**src/rtl/spi_flash_seq_pkg.sv**
```systemverilog
package spi_flash_seq_pkg;

  localparam int unsigned AW = 24;

  typedef enum logic [2:0] {
    ST_IDLE    = 3'd0,
    ST_COLLECT = 3'd1,
    ST_PROG    = 3'd2,
    ST_READ    = 3'd3,
    ST_RESP    = 3'd4
  } seq_state_e;

  typedef enum logic [2:0] {
    CL_NONE  = 3'd0,
    CL_READ  = 3'd1,
    CL_PROG  = 3'd2,
    CL_ERASE = 3'd3,
    CL_STWR  = 3'd4
  } op_class_e;

  typedef struct packed {
    op_class_e  cls;
    logic [3:0] hdr;
    logic [1:0] ekind;
    logic       latch_on;
    logic       latch_off;
    logic       stat_q;
    logic       id_q;
    logic       whole_erase;
  } op_info_t;

  // Header length of the multi-lane I/O reads depends on the vendor byte.
  function automatic logic short_io_vendor(input logic [7:0] mfr);
    return (mfr == 8'hEF) || (mfr == 8'h01);
  endfunction

  function automatic op_info_t decode_op(input logic [7:0] op, input logic [7:0] mfr);
    op_info_t i;
    i = '0;
    i.cls = CL_NONE;
    case (op)
      8'h03:               begin i.cls = CL_READ;  i.hdr = 4'd3; end
      8'h0B, 8'h3B, 8'h6B: begin i.cls = CL_READ;  i.hdr = 4'd4; end
      8'hBB: begin i.cls = CL_READ; i.hdr = short_io_vendor(mfr) ? 4'd4 : 4'd5; end
      8'hEB: begin i.cls = CL_READ; i.hdr = short_io_vendor(mfr) ? 4'd6 : 4'd8; end
      8'h02, 8'h32, 8'hA2: begin i.cls = CL_PROG;  i.hdr = 4'd3; end
      8'h20: begin i.cls = CL_ERASE; i.hdr = 4'd3; i.ekind = 2'b00; end
      8'h52: begin i.cls = CL_ERASE; i.hdr = 4'd3; i.ekind = 2'b01; end
      8'hD8: begin i.cls = CL_ERASE; i.hdr = 4'd3; i.ekind = 2'b10; end
      8'h01: begin i.cls = CL_STWR;  i.hdr = 4'd1; end
      8'h06: i.latch_on    = 1'b1;
      8'h04: i.latch_off   = 1'b1;
      8'h05: i.stat_q      = 1'b1;
      8'h9F: i.id_q        = 1'b1;
      8'hC7: i.whole_erase = 1'b1;
      default: ;
    endcase
    return i;
  endfunction

  function automatic logic [AW-1:0] step_addr(input logic [AW-1:0] a,
                                              input logic wrap,
                                              input logic [AW-1:0] last);
    if (wrap && (a == last)) return '0;
    return a + 1'b1;
  endfunction

endpackage

```
**src/rtl/sfs_opdec.sv**
```systemverilog
module sfs_opdec
  import spi_flash_seq_pkg::*;
(
  input  logic [7:0] op,
  input  logic [7:0] mfr,
  output op_info_t   info
);

  always_comb begin
    info = decode_op(op, mfr);
  end

  // Header lengths are limited to the set the command table can produce.
  always_comb begin
    assert_hdr_legal_R2: assert (info.hdr == 4'd0 || info.hdr == 4'd1 ||
                                 info.hdr == 4'd3 || info.hdr == 4'd4 ||
                                 info.hdr == 4'd5 || info.hdr == 4'd6 ||
                                 info.hdr == 4'd8)
      else $error("illegal header length");
  end

endmodule

```
**src/rtl/sfs_wel.sv**
```systemverilog
module sfs_wel (
  input  logic clk,
  input  logic rst_n,
  input  logic set,
  input  logic clr,
  output logic wel
);

  always_ff @(posedge clk or negedge rst_n) begin
    if (!rst_n)   wel <= 1'b0;
    else if (set) wel <= 1'b1;
    else if (clr) wel <= 1'b0;
  end

  assert_wel_set_R8: assert property (@(posedge clk) disable iff (!rst_n)
    set |=> wel);
  assert_wel_clr_R11: assert property (@(posedge clk) disable iff (!rst_n)
    (clr && !set) |=> !wel);

endmodule

```
**src/rtl/sfs_addr_ctr.sv**
```systemverilog
module sfs_addr_ctr
  import spi_flash_seq_pkg::*;
#(
  parameter logic [AW-1:0] LAST = 24'hFFFFFF
) (
  input  logic          clk,
  input  logic          rst_n,
  input  logic          shift_en,
  input  logic [7:0]    shift_byte,
  input  logic          inc_en,
  input  logic          wrap_en,
  output logic [AW-1:0] addr,
  output logic [AW-1:0] addr_shifted
);

  assign addr_shifted = {addr[AW-9:0], shift_byte};

  always_ff @(posedge clk or negedge rst_n) begin
    if (!rst_n)         addr <= '0;
    else if (shift_en)  addr <= addr_shifted;
    else if (inc_en)    addr <= step_addr(addr, wrap_en, LAST);
  end

  assert_wrap_R5: assert property (@(posedge clk) disable iff (!rst_n)
    (inc_en && !shift_en && wrap_en && addr == LAST) |=> (addr == '0));
  assert_prog_step_R6: assert property (@(posedge clk) disable iff (!rst_n)
    (inc_en && !shift_en && !wrap_en) |=> (addr == $past(addr) + 24'd1));

endmodule

```
**src/rtl/sfs_resp_buf.sv**
```systemverilog
module sfs_resp_buf (
  input  logic        clk,
  input  logic        rst_n,
  input  logic        clr,
  input  logic        load_stat,
  input  logic        load_id,
  input  logic        wel,
  input  logic [23:0] id_word,
  input  logic [15:0] ext_id,
  input  logic        adv,
  output logic [7:0]  byte_o,
  output logic        last_o
);

  localparam int unsigned DEPTH = 5;

  logic [7:0] bytes_q [DEPTH];
  logic [2:0] len_q;
  logic [2:0] idx_q;
  logic [7:0] id_bytes [DEPTH];

  assign id_bytes[0] = id_word[23:16];
  assign id_bytes[1] = id_word[15:8];
  assign id_bytes[2] = id_word[7:0];
  assign id_bytes[3] = ext_id[15:8];
  assign id_bytes[4] = ext_id[7:0];

  genvar g;
  generate
    for (g = 0; g < DEPTH; g++) begin : g_slot
      always_ff @(posedge clk or negedge rst_n) begin
        if (!rst_n)                     bytes_q[g] <= 8'h00;
        else if (load_id)               bytes_q[g] <= id_bytes[g];
        else if (load_stat && g == 0)   bytes_q[g] <= {6'b0, wel, 1'b0};
      end
    end
  endgenerate

  always_ff @(posedge clk or negedge rst_n) begin
    if (!rst_n) begin
      len_q <= 3'd0;
      idx_q <= 3'd0;
    end else if (load_id) begin
      len_q <= (ext_id != 16'h0000) ? 3'd5 : 3'd3;
      idx_q <= 3'd0;
    end else if (load_stat) begin
      len_q <= 3'd1;
      idx_q <= 3'd0;
    end else if (clr) begin
      idx_q <= 3'd0;
    end else if (adv) begin
      idx_q <= last_o ? 3'd0 : idx_q + 3'd1;
    end
  end

  assign byte_o = (idx_q < 3'(DEPTH)) ? bytes_q[idx_q] : 8'h00;
  assign last_o = (idx_q + 3'd1) == len_q;

  assert_idx_bound_R10: assert property (@(posedge clk) disable iff (!rst_n)
    (len_q != 3'd0) |-> (idx_q < len_q));

endmodule

```
**src/rtl/spi_flash_seq.sv**
```systemverilog
module spi_flash_seq
  import spi_flash_seq_pkg::*;
#(
  parameter int unsigned ARRAY_BYTES = 1 << 20
) (
  input  logic          clk,
  input  logic          rst_n,
  input  logic          cs_n,
  input  logic          xfer_valid,
  input  logic [7:0]    xfer_byte,
  input  logic [23:0]   id_word,
  input  logic [15:0]   ext_id,
  input  logic [7:0]    rd_data,
  output logic [23:0]   rd_addr,
  output logic [7:0]    resp_byte,
  output logic          resp_valid,
  output logic          prog_req,
  output logic [23:0]   prog_addr,
  output logic [7:0]    prog_data,
  output logic          erase_req,
  output logic [1:0]    erase_kind,
  output logic [23:0]   erase_addr
);

  localparam logic [AW-1:0] LAST_ADDR = AW'(ARRAY_BYTES - 1);
  localparam int unsigned   ADDR_BYTES = AW / 8;

  // Named internal events
  logic cs_prev_q;
  logic cs_fall;
  logic take;

  seq_state_e state_q, state_d;
  op_class_e  cls_q, cls_d;
  logic [3:0] need_q, need_d;
  logic [3:0] cnt_q, cnt_d;
  logic [1:0] ekind_q, ekind_d;

  op_info_t   info;
  logic       wel;
  logic       wel_set, wel_clr;
  logic       shift_en, inc_en, wrap_en;
  logic [AW-1:0] addr, addr_shifted;
  logic       buf_stat, buf_id, buf_adv;
  logic [7:0] buf_byte;
  logic       buf_last;
  logic       hdr_done;

  logic [7:0]    resp_d;
  logic          prog_d, erase_d;
  logic [1:0]    ekind_out_d;
  logic [AW-1:0] eaddr_d;

  assign cs_fall  = !cs_n && cs_prev_q;
  assign take     = xfer_valid && !cs_n && !cs_fall;
  assign hdr_done = (cnt_q + 4'd1) == need_q;

  sfs_opdec u_dec (
    .op   (xfer_byte),
    .mfr  (id_word[23:16]),
    .info (info)
  );

  sfs_wel u_wel (
    .clk   (clk),
    .rst_n (rst_n),
    .set   (wel_set),
    .clr   (wel_clr),
    .wel   (wel)
  );

  sfs_addr_ctr #(.LAST(LAST_ADDR)) u_addr (
    .clk          (clk),
    .rst_n        (rst_n),
    .shift_en     (shift_en),
    .shift_byte   (xfer_byte),
    .inc_en       (inc_en),
    .wrap_en      (wrap_en),
    .addr         (addr),
    .addr_shifted (addr_shifted)
  );

  sfs_resp_buf u_buf (
    .clk       (clk),
    .rst_n     (rst_n),
    .clr       (cs_fall),
    .load_stat (buf_stat),
    .load_id   (buf_id),
    .wel       (wel),
    .id_word   (id_word),
    .ext_id    (ext_id),
    .adv       (buf_adv),
    .byte_o    (buf_byte),
    .last_o    (buf_last)
  );

  always_comb begin
    state_d     = state_q;
    cls_d       = cls_q;
    need_d      = need_q;
    cnt_d       = cnt_q;
    ekind_d     = ekind_q;
    wel_set     = 1'b0;
    wel_clr     = 1'b0;
    shift_en    = 1'b0;
    inc_en      = 1'b0;
    wrap_en     = 1'b0;
    buf_stat    = 1'b0;
    buf_id      = 1'b0;
    buf_adv     = 1'b0;
    resp_d      = 8'h00;
    prog_d      = 1'b0;
    erase_d     = 1'b0;
    ekind_out_d = erase_kind;
    eaddr_d     = erase_addr;

    if (cs_fall) begin
      state_d = ST_IDLE;
      cnt_d   = 4'd0;
      need_d  = 4'd0;
    end else if (take) begin
      unique case (state_q)
        ST_IDLE: begin
          if (info.hdr != 4'd0 && (info.cls != CL_STWR || wel)) begin
            state_d = ST_COLLECT;
            cls_d   = info.cls;
            need_d  = info.hdr;
            cnt_d   = 4'd0;
            ekind_d = info.ekind;
          end
          if (info.latch_on)  wel_set = 1'b1;
          if (info.latch_off) wel_clr = 1'b1;
          if (info.stat_q) begin
            buf_stat = 1'b1;
            state_d  = ST_RESP;
          end
          if (info.id_q) begin
            buf_id  = 1'b1;
            state_d = ST_RESP;
          end
          if (info.whole_erase) begin
            erase_d     = wel;
            ekind_out_d = 2'b11;
            eaddr_d     = '0;
          end
        end
        ST_COLLECT: begin
          shift_en = cnt_q < 4'(ADDR_BYTES);
          cnt_d    = cnt_q + 4'd1;
          if (hdr_done) begin
            cnt_d   = 4'd0;
            state_d = ST_IDLE;
            unique case (cls_q)
              CL_READ:  state_d = ST_READ;
              CL_PROG:  state_d = ST_PROG;
              CL_ERASE: begin
                erase_d     = wel;
                ekind_out_d = ekind_q;
                eaddr_d     = addr_shifted;
              end
              CL_STWR:  wel_clr = 1'b1;
              default:  ;
            endcase
          end
        end
        ST_PROG: begin
          prog_d = 1'b1;
          inc_en = 1'b1;
        end
        ST_READ: begin
          resp_d  = rd_data;
          inc_en  = 1'b1;
          wrap_en = 1'b1;
        end
        ST_RESP: begin
          resp_d  = buf_byte;
          buf_adv = 1'b1;
          if (buf_last) state_d = ST_IDLE;
        end
        default: state_d = ST_IDLE;
      endcase
    end
  end

  always_ff @(posedge clk or negedge rst_n) begin
    if (!rst_n) begin
      cs_prev_q  <= 1'b1;
      state_q    <= ST_IDLE;
      cls_q      <= CL_NONE;
      need_q     <= 4'd0;
      cnt_q      <= 4'd0;
      ekind_q    <= 2'b00;
      resp_byte  <= 8'h00;
      resp_valid <= 1'b0;
      prog_req   <= 1'b0;
      prog_addr  <= '0;
      prog_data  <= 8'h00;
      erase_req  <= 1'b0;
      erase_kind <= 2'b00;
      erase_addr <= '0;
    end else begin
      cs_prev_q  <= cs_n;
      state_q    <= state_d;
      cls_q      <= cls_d;
      need_q     <= need_d;
      cnt_q      <= cnt_d;
      ekind_q    <= ekind_d;
      resp_valid <= take;
      if (take) resp_byte <= resp_d;
      prog_req   <= prog_d;
      if (prog_d) begin
        prog_addr <= addr;
        prog_data <= xfer_byte;
      end
      erase_req  <= erase_d;
      erase_kind <= ekind_out_d;
      erase_addr <= eaddr_d;
    end
  end

  assign rd_addr = addr;

  // Assertions
  assert_cs_idle_R1: assert property (@(posedge clk) disable iff (!rst_n)
    cs_fall |=> (state_q == ST_IDLE && cnt_q == 4'd0));
  assert_strobe_gate_R1: assert property (@(posedge clk) disable iff (!rst_n)
    (resp_valid || prog_req || erase_req) |-> $past(take));
  assert_hdr_bound_R2: assert property (@(posedge clk) disable iff (!rst_n)
    (state_q == ST_COLLECT) |-> (cnt_q < need_q));
  assert_erase_latch_R7: assert property (@(posedge clk) disable iff (!rst_n)
    erase_req |-> $past(wel));
  assert_one_req_R13: assert property (@(posedge clk) disable iff (!rst_n)
    !(prog_req && erase_req));
  assert_quiet_resp_R12: assert property (@(posedge clk) disable iff (!rst_n)
    (resp_valid && $past(state_q) != ST_READ && $past(state_q) != ST_RESP)
      |-> (resp_byte == 8'h00));

endmodule

```
**config.mk**
```make
export PLATFORM = sky130hd
export DESIGN_NAME = spi_flash_seq
export DESIGN_NICKNAME = d
export VERILOG_FILES = /design/src/rtl/spi_flash_seq_pkg.sv /design/src/rtl/sfs_opdec.sv /design/src/rtl/sfs_wel.sv /design/src/rtl/sfs_addr_ctr.sv /design/src/rtl/sfs_resp_buf.sv /design/src/rtl/spi_flash_seq.sv
export SDC_FILE = /design/constraint.sdc
export NUM_CORES = 1
export LEC_CHECK = 0
export BUFFER_PORTS_ARGS = -buffer_cell sky130_fd_sc_hd__buf_2
export CORE_ASPECT_RATIO = 1.75
export CORE_MARGIN = 2
export CORE_UTILIZATION = 50
export CTS_CLUSTER_DIAMETER = 120
export DETAILED_ROUTE_END_ITERATION = 10
export HOLD_SLACK_MARGIN = 0.06
export PLACE_DENSITY = 0.74
export SLEW_MARGIN = 20
export SYNTH_ARGS = -nofsm -noshare
export SYNTH_HDL_FRONTEND = slang
export SYNTH_SLANG_ARGS = --single-unit
```
**constraint.sdc**
```tcl
create_clock -name clk -period 2.9 [get_ports clk]
set_input_delay 0.29 -clock clk [delete_from_list [all_inputs] [get_ports clk]]
set_output_delay 0.29 -clock clk [all_outputs]
set_load 0.005 [all_outputs]
```
# Word-level counts from Yosys, hierarchy flattened
# Index checks and enable logic that the tools add are counted.
dict set report classes {
  addsub 3
  n_lt_le_gt_ge 3
  n_eq_ne 40
  mux 99
  bitwise 2
  reduce_logical 30
}
# operator count
set op_table {}
lappend op_table {{two-way mux 24 bit} 7}
lappend op_table {{== test 8 bit, second input constant} 7}
lappend op_table {{case mux 7 bit (7 select lines)} 1}
lappend op_table {{two-way mux 1 bit} 48}
lappend op_table {{two-way mux 8 bit} 6}
lappend op_table {{case mux 24 bit (2 select lines)} 1}
lappend op_table {{two-way mux 3 bit} 15}
lappend op_table {{two-way mux 4 bit} 9}
lappend op_table {{adder 24 x 1 -> 24 bit, second input constant} 1}
lappend op_table {{binary-select mux 8 bit (select 3 bit)} 1}
lappend op_table {{== test 24 x 20 -> 1 bit, second input constant} 1}
lappend op_table {{== test 8 x 3 -> 1 bit, second input constant} 3}
lappend op_table {{== test 8 x 6 -> 1 bit, second input constant} 3}
lappend op_table {{== test 8 x 1 -> 1 bit, second input constant} 2}
lappend op_table {{== test 8 x 2 -> 1 bit, second input constant} 2}
lappend op_table {{== test 8 x 7 -> 1 bit, second input constant} 2}
lappend op_table {{case mux 8 bit (2 select lines)} 1}
lappend op_table {{nonzero test 16 bit} 1}
lappend op_table {{nonzero test 2 bit} 7}
lappend op_table {{== test 3 x 2 -> 1 bit, second input constant} 4}
lappend op_table {{case mux 2 bit (2 select lines)} 3}
lappend op_table {{case mux 3 bit (4 select lines)} 1}
lappend op_table {{!= test 3 bit, second input constant} 3}
lappend op_table {{OR reduction 3 bit} 3}
lappend op_table {{other kinds (30)} 45}
dict set report word_totals {
  ff_bits 157
  input_bits 60
  elab_cells 200
}

# Depth between registers and ports, before layout
dict set report logic_depth {
  ltp_word 13
  depth_mapped 10
  mapped_depth_nobuf 8
}

# Modules after synthesis
# A second synthesis with hierarchy kept.
dict set report hier_totals {
  cells_unflattened 698
  area_unflattened_um2 7947.6
}
# mod n_inst cells_per_inst area_per_inst_um2 seq_area_each_um2
set by_module_without_submodules {}
lappend by_module_without_submodules {spi_flash_seq 1 268 3633.5 2153.3}
lappend by_module_without_submodules {sfs_resp_buf 1 160 2155.8 1151.1}
lappend by_module_without_submodules {sfs_addr_ctr 1 211 1730.4 600.6}
lappend by_module_without_submodules {sfs_opdec 1 56 391.6 0.0}
lappend by_module_without_submodules {sfs_wel 1 3 36.3 25.0}

# Worst setup path before layout
# No wires, ideal clock.
dict set report synth_timing {
  path_kind {register to register}
  startpoint {register u_addr.addr[0]}
  endpoint {register u_addr.addr[13]}
  setup_ps 126
  arrival_time_ps 2026
  required_ps 2774
  setup_slack_ps 748
  stages_incl_launch_ff 8
  path_buffers 0
  synth_period_minus_slack_ps 2152
  path_cell_list {dfrtp_1 ha_1 nand3_1 nor4b_2 and4bb_1 nor2_1 a21o_1 a221o_1}
}
dict set report synth_between {
  elab_chain_len 8
  word_cells_on_any_way 9
  cone_classes {add/sub: 1; eq/ne: 1; mux: 6; reduce/logical: 1}
}
# element line
set synth_rtl {}
lappend synth_rtl {{start, declared} sfs_addr_ctr.sv:12} ;# output logic [AW-1:0] addr,
lappend synth_rtl {{start signal, assigned} sfs_addr_ctr.sv:20} ;# else if (shift_en) addr <= addr_shifted;
lappend synth_rtl {{start signal, assigned} sfs_addr_ctr.sv:21} ;# else if (inc_en) addr <= step_addr(addr, wrap_en, LAST);
lappend synth_rtl {{branches (longest 5 deep; another with adder 24 x 1 -> 24 bit)} n/a}
lappend synth_rtl {{two-way mux 24 bit *} spi_flash_seq_pkg.sv:65} ;# return a + 1'b1;
lappend synth_rtl {{two-way mux 24 bit *} sfs_addr_ctr.sv:21}
lappend synth_rtl {{two-way mux 24 bit *} sfs_addr_ctr.sv:20}
# Mark *: on every way between the ends. The select of a mux whose other input is x is not followed.
# A chain may end at the register's enable or synchronous reset.

# Worst setup path after layout
dict set report layout_timing {
  startpoint {input cs_n}
  endpoint {register u_addr.addr[15]}
}
dict set report layout_between {
  elab_chain_len 13
  word_cells_on_any_way 19
  cone_classes {mux: 12; reduce/logical: 7}
}
# element line
set layout_rtl {}
lappend layout_rtl {{start, declared} spi_flash_seq.sv:8} ;# input logic cs_n,
lappend layout_rtl {{logical NOT 1 bit *} {spi_flash_seq.sv:54, spi_flash_seq.sv:55}}
lappend layout_rtl {{logical AND 1 bit} spi_flash_seq.sv:54} ;# assign cs_fall = !cs_n && cs_prev_q;
lappend layout_rtl {{logical NOT 1 bit} spi_flash_seq.sv:55} ;# assign take = xfer_valid && !cs_n && !cs_fall;
lappend layout_rtl {{logical AND 1 bit} spi_flash_seq.sv:55}
lappend layout_rtl {{two-way mux 1 bit} spi_flash_seq.sv:121} ;# end else if (take) begin
lappend layout_rtl {{two-way mux 1 bit} spi_flash_seq.sv:117} ;# if (cs_fall) begin
lappend layout_rtl {{logical AND 1 bit} spi_flash_seq_pkg.sv:64} ;# if (wrap && (a == last)) return '0;
lappend layout_rtl {{two-way mux 1 bit} spi_flash_seq_pkg.sv:64}
lappend layout_rtl {{two-way mux 1 bit} sfs_addr_ctr.sv:21}
lappend layout_rtl {{two-way mux 1 bit} sfs_addr_ctr.sv:20}
lappend layout_rtl {{two-way mux 24 bit} spi_flash_seq_pkg.sv:65}
lappend layout_rtl {{two-way mux 24 bit} sfs_addr_ctr.sv:21}
lappend layout_rtl {{two-way mux 24 bit} sfs_addr_ctr.sv:20}
# Every way passes the cells marked *; elsewhere a longest branch is shown, timed or not. The select of a mux whose other input is x is not followed.

==> summary by stage <==
Run status
The run finished with clean final reports.

Yosys
After synthesis the netlist holds a flip-flop and latch count of 157. Counting every net in the synthesized netlist gives 870. During synthesis, Yosys emitted a total of 0 warnings. After technology mapping, the gate count stands at 807. The synthesized netlist contains 68 unique library cells. The most frequently used flop master after synthesis is sky130_fd_sc_hd__dfrtp_1. After synthesis the cells add up to approximately 7700 sq um. The number of enable flip-flop cells after synthesis is 0. Summing the sequential cell areas from Yosys gives 50.8% of the chip area. For this run, asynchronously set or reset flops after synthesis account for 100%.

The average size of a mapped cell is approximately 9.6 sq um.

Global route
The total global routing track utilization is approximately a quarter. The number of antenna violations at the first check in global routing came to 0. The first global-routing pass estimated 34000 microns of wire. The maximum number of pins on one net before global-route repair is 70. The overall overflow remaining after global route is 0. The number of global-route vias before repair is 6684.

Floorplanning
The total area inside the core boundary comes to between 15000 and 20000 sq um. The number of top-level pins is between 150 and 200. The die extent in x is ~98 microns.

The floorplan has 60 rows. For this configuration, the core starts out at a cell density of 50.7%. The die span in y is 168 microns. The floorplan die area is 16500 sq um.

Drt
After detailed routing, the number of remaining DRC violations is 0. In the routed layout, each cell is associated on average with a via count of approximately 5.7. The average wire length per cell after detail routing is approximately 18 microns. The number of nets with antenna violations after routing is 0. The aggregate routed wire length is 21000 microns. The DRC violation total after the first TritonRoute iteration is between 400 and 500. The number of vias after detailed routing is 6697. The detailed-router iteration count before antenna repair is 5.

Timing
The final hold violation count is 0. The clock period minus final worst setup slack is 2.63 ns. The final critical path takes up approximately nine tenths of the cycle. At the pin with the least slew margin, the transition time is 0.928 ns. The fmax is 0.380 GHz. The final setup TNS is 0 ns. Setup repair after global routing left no endpoint under its margin. The final-report setup violation count is 0. The number of pins exceeding their max-slew limit in the final report is 0.

Clock skew on the completed layout was measured at ~0.0075 ns. In this run the tightest slew margin relative to its limit is 38.0%.

Power and ir drop
The relative contribution of the clock network to total power is 29.5%. Combinational logic is responsible for 28.7% of the overall power. The power after layout is between 6 and 7 mW. The static leakage power is 4.56 nW. The internal power component is approximately 4.6 mW.

Net switching is 34.5% of the power. The share of total power dissipated in sequential elements is 41.8%. The worst-case IR drop observed on VDD is 0.000392 V. Dividing total power by cell area gives a power density of 732 nW/um^2. Summed over all nets, the switching power comes to 2.40 mW.

Worst setup path
The critical path contains buffers and inverters numbering 3 combined. The endpoint of the most critical register-to-register path is u_addr.addr[15]$_DFFE_PN0P_. The launching element type of the critical path is an input port.

In this run the worst path has a maximum fanout of 14. Among all stages on the critical path, the largest delay is contributed by sky130_fd_sc_hd__dlygate4sd3_1. The kind of critical path is input port to flip-flop.

The setup check on the worst reg-to-reg path leaves a slack of 0.43 ns. STA puts the critical path data arrival time at between 2 and 3 ns. Walking the worst path, the cells encountered are dlygate4sd3_1 -> buf_2 -> nor2b_2 -> nand2_2 -> inv_2 -> nand4b_1 -> and4bb_1 -> nor2_1 -> a21o_1 -> a221o_1. The cell count of the worst reg-to-reg path is 7. On the critical path the largest part of the delay comes from simple AND/OR/NAND/NOR gates. STA classifies the critical path endpoint as a flip-flop. The worst register-to-register path begins at u_addr.addr[1]$_DFFE_PN0P_. The required time of the critical path is 3.20 ns. The delay contributed by the slowest stage of the critical path is 0.53 ns.

Clock tree
The later pin in the worst-skew pair is clocked with a latency of between 0.4 and 0.5 ns. The CTS tree is yes. The count of clock tree sinks is ~160. The H-tree was split into 4 levels.

Post-CTS repair changed the size of 0 cells. Clock-pin slew was measured on the worst setup and hold paths at 0.06 ns. The total CTS buffers is 17. The maximum buffer depth of the clock tree is 2. Post-CTS timing repair inserted 0 buffers for setup. The cell at the root of the clock tree is sky130_fd_sc_hd__clkbuf_16.

Final layout
From synthesis to final layout, the design area changed by 22.9%. Leaving out fill and tap cells, the most frequent cell in the layout is sky130_fd_sc_hd__nand2_1. The total number of nets in the final design is 1037.

The post-route netlist has 28.3% of its cells at a drive strength greater than 1. Once layout is done, the placed cells without fillers occupy 9500 sq um. The library cells used most frequently in the layout, excluding fill and tap cells, are sky130_fd_sc_hd__nand2_1, sky130_fd_sc_hd__dfrtp_1, sky130_fd_sc_hd__buf_2, sky130_fd_sc_hd__o21ai_0, sky130_fd_sc_hd__nor2_1. The number of antenna diodes in the final layout is 0.

Worst hold path
For hold timing, the worst endpoint is u_buf.bytes_q[27]$_DFFE_PN0P_. The origin of the worst min-delay path is id_word[11]. Counting instances, the worst hold path has a depth of 3. The worst min-delay path category is input port to flip-flop.

Placed design
The placed wire-length estimate is 15500 microns. Input and output buffers added on the ports amount to 152. Summing all placed instances gives a cell area of 8850 sq um.

The last weighted congestion value of the routability-driven placer is 0.930.

Job
Max-cap violations in this run came to 0.
-- power by group through the flow --
| stage | clock (mW) | combinational (mW) | sequential, mW |
|---|---|---|---|
| after global placement | 0 | 1.95 | 2.92 |
| after floorplan | 0 | 1.01 | 2.91 |
| final | 2.05 | 2.00 | 2.91 |
| after global routing | 2.17 | 2.18 | 2.96 |
| after detailed placement | 0 | 1.98 | 2.94 |
| after CTS | 2.08 | 2.00 | 2.90 |
-- worst max-delay path by stage --
stage,from,to,cells after the start
floorplan,u_addr.addr[0]$_DFFE_PN0P_,u_addr.addr[13]$_DFFE_PN0P_,7
global placement,xfer_byte[4],ekind_q[1]$_DFFE_PN0P_,7
detailed placement,xfer_byte[0],cls_q[0]$_DFFE_PN0P_,7
CTS,cs_n,u_addr.addr[15]$_DFFE_PN0P_,10
global route,cs_n,u_buf.len_q[1]$_DFFE_PN0P_,10
finish,cs_n,u_addr.addr[15]$_DFFE_PN0P_,10
-- stage by stage --
| stage | util, % | cells | setup WS, ns | hold slack, ns |
|---|---|---|---|---|
| final | 62.3 | 1172 | 0.269 | 0.0633 |
| after floorplan | - | 807 | 0.748 | -0.00559 |
| after global placement | 58.1 | 1130 | 0.420 | 0.261 |
| after detailed placement | 58.1 | 1130 | 0.376 | 0.259 |
| after CTS | 62.3 | 1172 | 0.285 | 0.0614 |
| after global routing | 62.3 | 1172 | 0.0919 | 0.0605 |
-- Yosys cell counts (all sizes together) (3+ instances only) --
master  number  area (sq um)
xnor2        7          61.3
and3         3          18.8
mux4         8           180
a22o         9          78.8
a31oi        4          25.0
nor2        38           143
mux2        37           417
o211ai       7          52.6
nor3b        3          22.5
clkbuf      31           116
o31ai       10          75.1
a21o         5          37.5
ha           3          37.5
buf         22           106
nand2      193           727
and2         3          18.8
or3         10          67.6
nor3        28           150
nand2b      10          62.6
nor2b        9          58.8
dfrtp      156          3900
a21oi       14          70.1
a221oi       9          78.8
xor2         7          61.3
mux2i        4          40.0
nor4        13          81.3
o311ai      10          87.6
and4         3          28.8
nand3       21           105
nand4        9          62.6
a22oi        4          30.0
o21ai       53           265
nand3b       3          22.5
inv         27           101
a221o        4          40.0
nor4b        5          50.0
-- what timing repair did --
action | CTS | global route
hold buffers | 11 | 0
hold endpoints to repair | 58 | 0
endpoints found under the setup margin | 0 | 0
-- flip-flops by register name, summed over array words and instances, names as in the netlist, 2 cells and up --
register       cells
u_buf.bytes_q     40
erase_addr        24
prog_addr         24
u_addr.addr       24
prog_data          8
resp_byte          8
cnt_q              4
need_q             4
cls_q              3
state_q            3
u_buf.idx_q        3
u_buf.len_q        3
ekind_q            2
erase_kind         2
-- area by class of cell --
type	count	area (sq um)
Multi-Input combinational cell	570	3500
Sequential cell	157	3930
Fill cell	1314	5740
Clock buffer	17	425
Timing Repair Buffer	201	1200
Clock inverter	14	111
Tap cell	186	233
Inverter	27	101
-- kinds of logic after synthesis --
group                      Yosys count  synth area share, %
muxes                               49                 8.24
DFF                                157                 50.8
AOI/OAI and AO/OA                  145                 12.8
and+or+nand+nor                    359                 21.9
adders and majority gates            3                0.486
buffers and inverters               80                 4.19
xor gates and xnor gates            14                 1.59
-- worst register-to-register path, cell delays in order (launching register included) --
cell	delay, ns
sky130_fd_sc_hd__dfrtp_1	0.48
sky130_fd_sc_hd__ha_1	0.26
sky130_fd_sc_hd__nand3_1	0.15
sky130_fd_sc_hd__nor4b_2	0.30
sky130_fd_sc_hd__and4bb_1	0.40
sky130_fd_sc_hd__nor2_1	0.25
sky130_fd_sc_hd__a21o_1	0.23
sky130_fd_sc_hd__a221o_1	0.29
-- routing by layer --
metal | wire length [microns] | GRT usage, %
met3 | 1150 | 4.87
met4 | 852 | 12.5
met1 | 7700 | 28.5
met2 | 11300 | 47.5
met5 | 0 | 0
No activity file was read; power rests on OpenSTA's default activity.
